### config.mk
export PLATFORM = sky130hd
export DESIGN_NAME = alu_slice32
export DESIGN_NICKNAME = d
export VERILOG_FILES = /design/src/rtl/alu_pkg.sv /design/src/rtl/alu_bit_cell.sv /design/src/rtl/alu_top_cell.sv /design/src/rtl/alu_zero_nor.sv /design/src/rtl/alu_slice32.sv
export SDC_FILE = /design/constraint.sdc
export NUM_CORES = 1
export LEC_CHECK = 0
export BUFFER_PORTS_ARGS = -buffer_cell sky130_fd_sc_hd__buf_2
export CAP_MARGIN = 20
export CORE_UTILIZATION = 45
export DETAILED_ROUTE_END_ITERATION = 16
export GPL_ROUTABILITY_DRIVEN = 1
export PLACE_DENSITY = 0.71
export SLEW_MARGIN = 20
export SYNTH_ARGS = -nofsm -noshare
export SYNTH_HDL_FRONTEND = slang
export SYNTH_SLANG_ARGS = --single-unit
### constraint.sdc
create_clock -name clk -period 49.5 [get_ports clk]
set_clock_uncertainty 0.05 [all_clocks]
set_input_delay 4.95 -clock clk [delete_from_list [all_inputs] [get_ports clk]]
set_output_delay 4.95 -clock clk [all_outputs]
set_load 0.03 [all_outputs]
### src/rtl/alu_pkg.sv
package alu_pkg;
  localparam int unsigned ALU_W = 32;

  typedef enum logic [1:0] {
    SEL_AND   = 2'b00,
    SEL_OR    = 2'b01,
    SEL_ARITH = 2'b10,
    SEL_LESS  = 2'b11
  } alu_sel_e;
endpackage

### src/rtl/alu_bit_cell.sv
// One ordinary slice: AND, OR, full adder, four-way selector built from gates.
module alu_bit_cell (
  input  logic       a,
  input  logic       b,
  input  logic       bneg,
  input  logic       cin,
  input  logic       less,
  input  logic [1:0] op,
  output logic       res,
  output logic       cout
);
  logic b_eff, and_o, or_o, half, sum_o;
  logic d_and, d_or, d_sum, d_less;

  always_comb begin
    b_eff  = b ^ bneg;
    and_o  = a & b_eff;
    or_o   = a | b_eff;
    half   = a ^ b_eff;
    sum_o  = half ^ cin;
    cout   = (a & b_eff) | (cin & half);
    d_and  = ~op[1] & ~op[0];
    d_or   = ~op[1] &  op[0];
    d_sum  =  op[1] & ~op[0];
    d_less =  op[1] &  op[0];
    res    = (d_and & and_o) | (d_or & or_o) | (d_sum & sum_o) | (d_less & less);
  end
endmodule

### src/rtl/alu_top_cell.sv
// Most-significant slice: also yields signed overflow and the comparison bit.
module alu_top_cell (
  input  logic       a,
  input  logic       b,
  input  logic       bneg,
  input  logic       cin,
  input  logic       less,
  input  logic [1:0] op,
  output logic       res,
  output logic       cout,
  output logic       set_o,
  output logic       ovf_o
);
  logic b_eff, and_o, or_o, half, sum_o, ovf_raw;
  logic d_and, d_or, d_sum, d_less;

  always_comb begin
    b_eff   = b ^ bneg;
    and_o   = a & b_eff;
    or_o    = a | b_eff;
    half    = a ^ b_eff;
    sum_o   = half ^ cin;
    cout    = (a & b_eff) | (cin & half);
    ovf_raw = cin ^ cout;
    // sign of a-b corrected by overflow gives the true signed order
    set_o   = sum_o ^ ovf_raw;
    d_and   = ~op[1] & ~op[0];
    d_or    = ~op[1] &  op[0];
    d_sum   =  op[1] & ~op[0];
    d_less  =  op[1] &  op[0];
    ovf_o   = ovf_raw & d_sum;
    res     = (d_and & and_o) | (d_or & or_o) | (d_sum & sum_o) | (d_less & less);
  end
endmodule

### src/rtl/alu_zero_nor.sv
// Wide NOR over the result word.
module alu_zero_nor #(
  parameter int unsigned W = 32
) (
  input  logic [W-1:0] vec,
  output logic         zero_o
);
  always_comb zero_o = ~(|vec);
endmodule

### src/rtl/alu_slice32.sv
module alu_slice32
  import alu_pkg::*;
#(
  parameter int unsigned W = ALU_W
) (
  input  logic         clk,
  input  logic         rst,
  input  logic [W-1:0] a_in,
  input  logic [W-1:0] b_in,
  input  logic         bneg,
  input  logic [1:0]   op,
  output logic [W-1:0] result_q,
  output logic         zero_q,
  output logic         ovf_q,
  output logic         cout_q
);
  localparam int unsigned TOP = W - 1;

  logic [W:0]   carry;
  logic [W-1:0] less_v;
  logic [W-1:0] res_c;
  logic         set_top, ovf_c, zero_c;

  assign carry[0] = bneg;

  generate
    for (genvar i = 0; i < W; i++) begin : g_slice
      if (i == 0) begin : g_lsb_less
        assign less_v[i] = set_top;
      end else begin : g_tied_less
        assign less_v[i] = 1'b0;
      end

      if (i == TOP) begin : g_top
        alu_top_cell u_cell (
          .a    (a_in[i]),
          .b    (b_in[i]),
          .bneg (bneg),
          .cin  (carry[i]),
          .less (less_v[i]),
          .op   (op),
          .res  (res_c[i]),
          .cout (carry[i+1]),
          .set_o(set_top),
          .ovf_o(ovf_c)
        );
      end else begin : g_mid
        alu_bit_cell u_cell (
          .a    (a_in[i]),
          .b    (b_in[i]),
          .bneg (bneg),
          .cin  (carry[i]),
          .less (less_v[i]),
          .op   (op),
          .res  (res_c[i]),
          .cout (carry[i+1])
        );
      end
    end
  endgenerate

  alu_zero_nor #(.W(W)) u_zero (
    .vec   (res_c),
    .zero_o(zero_c)
  );

  always_ff @(posedge clk) begin
    if (rst) begin
      result_q <= '0;
      zero_q   <= 1'b1;
      ovf_q    <= 1'b0;
      cout_q   <= 1'b0;
    end else begin
      result_q <= res_c;
      zero_q   <= zero_c;
      ovf_q    <= ovf_c;
      cout_q   <= carry[W];
    end
  end

  AST_RESET_STATE: assert property (@(posedge clk)
    rst |=> (result_q == '0 && zero_q && !ovf_q && !cout_q));

  AST_AND_RESULT: assert property (@(posedge clk) disable iff (rst)
    (!$past(rst) && $past(op) == SEL_AND && !$past(bneg))
      |-> result_q == ($past(a_in) & $past(b_in)));

  AST_LESS_NARROW: assert property (@(posedge clk) disable iff (rst)
    (!$past(rst) && $past(op) == SEL_LESS && $past(bneg))
      |-> result_q[W-1:1] == '0);

  AST_LESS_EQUAL: assert property (@(posedge clk) disable iff (rst)
    (!$past(rst) && $past(op) == SEL_LESS && $past(bneg) && $past(a_in) == $past(b_in))
      |-> result_q == '0);

  AST_NO_OVERFLOW: assert property (@(posedge clk) disable iff (rst)
    (!$past(rst) && $past(op) != SEL_ARITH) |-> !ovf_q);

  AST_ZERO_MATCH: assert property (@(posedge clk) disable iff (rst)
    zero_q == (result_q == '0));
endmodule

==> qor.yml <==
num_rows: 32
setup_slack_ps: 29740
hold_buffers: 0
drive_gt1_share_pct: 25.2
antenna_found_initial: 0
cp-start-kind: "input port"
syn_area_per_cell_um2: 10.0
min_from: "rst"
die_w_um: 92.0
diodes: 0
fin_crit_ps: 19760
viasPerCell: 4.74
placed_cells: 551
syn_nets: 528
postCtsSetupRepairBufs: 0
tns_ps: 0
finalNetCount: 621
status: "completed"
yosysUniqueCellTypes: 28
required_ps: 49620
worstSetupStartpoint: "bneg"
clk_path_buf_depth: 2
wl_met1_mm: 3.43
wl_per_cell_um: 13.7
syn2layout_area_growth_pct: 17.6
cp_slowest_stage_delay_ps: 490
synth-edff-count: 0
layout_commonest_cell: "buf_2"
finalCritPeriodShare_pct: 39.9
top_layer_used: "met4"
rsz0062_at_grt: "no"
dpl_cell_area_mm2: 0.00419
crit_arrival_ps: 19880
io_buffer_count: 103
final_util_pct: 55.2
cts_made_buffers: 5
yosys_warnings: 0
grt_pass1_wl_mm: 12.8
p_leak_nw: 2.37
ys_ff_latch: 35
syn_inst: 363
grtUsageTotal_pct: 19.4
drcViolationCount: 0
grt_max_degree: 36
fin_cells: 559
firstDrtPassIters: 4
fillers: 736
ant_nets: 0
fmax_mhz: 50.6
peakVddDrop_v: 0.0000125
path_class: "input port to register"
final_cell_mix: "103 x buf_2, 68 x inv_1, 64 x ha_1"
tritoncts: "done"
hold_ws_ps: 5030
routed_wirelength_mm: 7.65
vias: 2652
syn_area_mm2: 0.00365
p_per_area_mw_per_mm2: 23.1
end_kind: "register"
hold_class: "input port to register"
crit_slowest_cell: "fa_1"
cts.clk_slew.worst_paths_ps: 70
postLayoutCellArea_mm2: 0.00429
yosysSeqAreaShare_pct: 19.2
crit_fanout: 34
slew_headroom_pct: 31.6
drt_iter0_markers: 70
met3_length_um: 295
wl_met2_mm: 3.80
die-area_mm2: 0.00847
finalHoldViolCount: 0
tightestPinTransition_ps: 1030
worst_path_most_repeated_cell: "fa_1"
die_h_um: 92.0
yosys_most_used_dff: "dfxtp_1"
power_mw: 0.0991
initial_core_util_pct: 47.0
core_area_mm2: 0.00777
cts.repair.resized: 0
gp_congestion: 0.852
ios: 104
grt_overflow: 0
hpwl_mm: 5.95
cts.sinks: 35
htreeDepth: 2
drv_cap: 0
dpl_worst_slack_ps: 29460
cts-root-buf: "clkbuf_8"
slew_violations: 0
synthArstFlopShare_pct: 0
setup_violations: 0
grt_pass1_vias: 2767
logic make-up after synthesis:
logic type	count (synthesis)	share of synthesized area (%)
multiplexers	32	9.16
XOR/XNOR	34	8.16
buffers and inverters	86	9.95
AO/OA/AOI/OAI	33	6.90
adder cells (fa/ha/maj)	96	39.5
flip-flops	35	19.2
AND/OR/NAND/NOR	47	7.10
synthesized netlist by cell type, drive strengths merged, types with 2 or more instances:
| library cell | n | area [um^2] |
|---|---|---|
| o22a | 17 | 149 |
| nand4 | 4 | 25.0 |
| xor2 | 32 | 280 |
| ha | 64 | 801 |
| nor2 | 19 | 71.3 |
| mux2i | 30 | 300 |
| fa | 32 | 641 |
| xnor2 | 2 | 17.5 |
| nand2 | 2 | 7.51 |
| o22ai | 14 | 87.6 |
| and2 | 14 | 87.6 |
| or4 | 2 | 15.0 |
| inv | 68 | 255 |
| clkbuf | 4 | 15.0 |
| nor4 | 2 | 18.8 |
| dfxtp | 35 | 701 |
| buf | 14 | 92.6 |
critical path: cells and delay by family:
kind	cells	cell delay [ps]
adder cells (fa/ha/maj)	31	13110
buffers and inverters	4	650
multiplexers	1	490
AO/OA/AOI/OAI	1	250
XOR/XNOR	1	230
AND/OR/NAND/NOR	2	120
final cells by class:
cell class                      count  area [um^2]  area share, %
Multi-Input combinational cell    242         2580           60.2
Tap cell                          102          128           2.97
Timing Repair Buffer              104          523           12.2
Sequential cell                    35          701           16.3
Inverter                           68          255           5.95
Clock buffer                        8          100           2.33
registers in the layout, indices dropped and copies added (netlist names):
register,cells
cout_q,1
ovf_q,1
result_q,32
zero_q,1
power breakdown:
group | total, mW | internal [mW] | leakage, nW | switching, mW
sequential | 0.0313 | 0.0308 | 0.289 | 0.000512
combinational | 0.0443 | 0.0180 | 2.03 | 0.0262
clock | 0.0235 | 0.0127 | 0.0515 | 0.0108
path summary, 6_finish.rpt:
check	end	slack, ps	cells past startpoint
setup / recovery	zero_q$_SDFF_PP1_	29740	40
hold / removal	result_q[10]$_SDFF_PP0_	5030	2
layer usage:
| layer | vias up | global-route usage, % |
|---|---|---|
| met5 | - | 0 |
| met4 | 0 | 6.51 |
| met3 | 10 | 2.99 |
| met2 | 69 | 34.5 |
| met1 | 1264 | 23.7 |
| li1 | 1309 | - |
No activity file was read; power rests on OpenSTA's default activity.
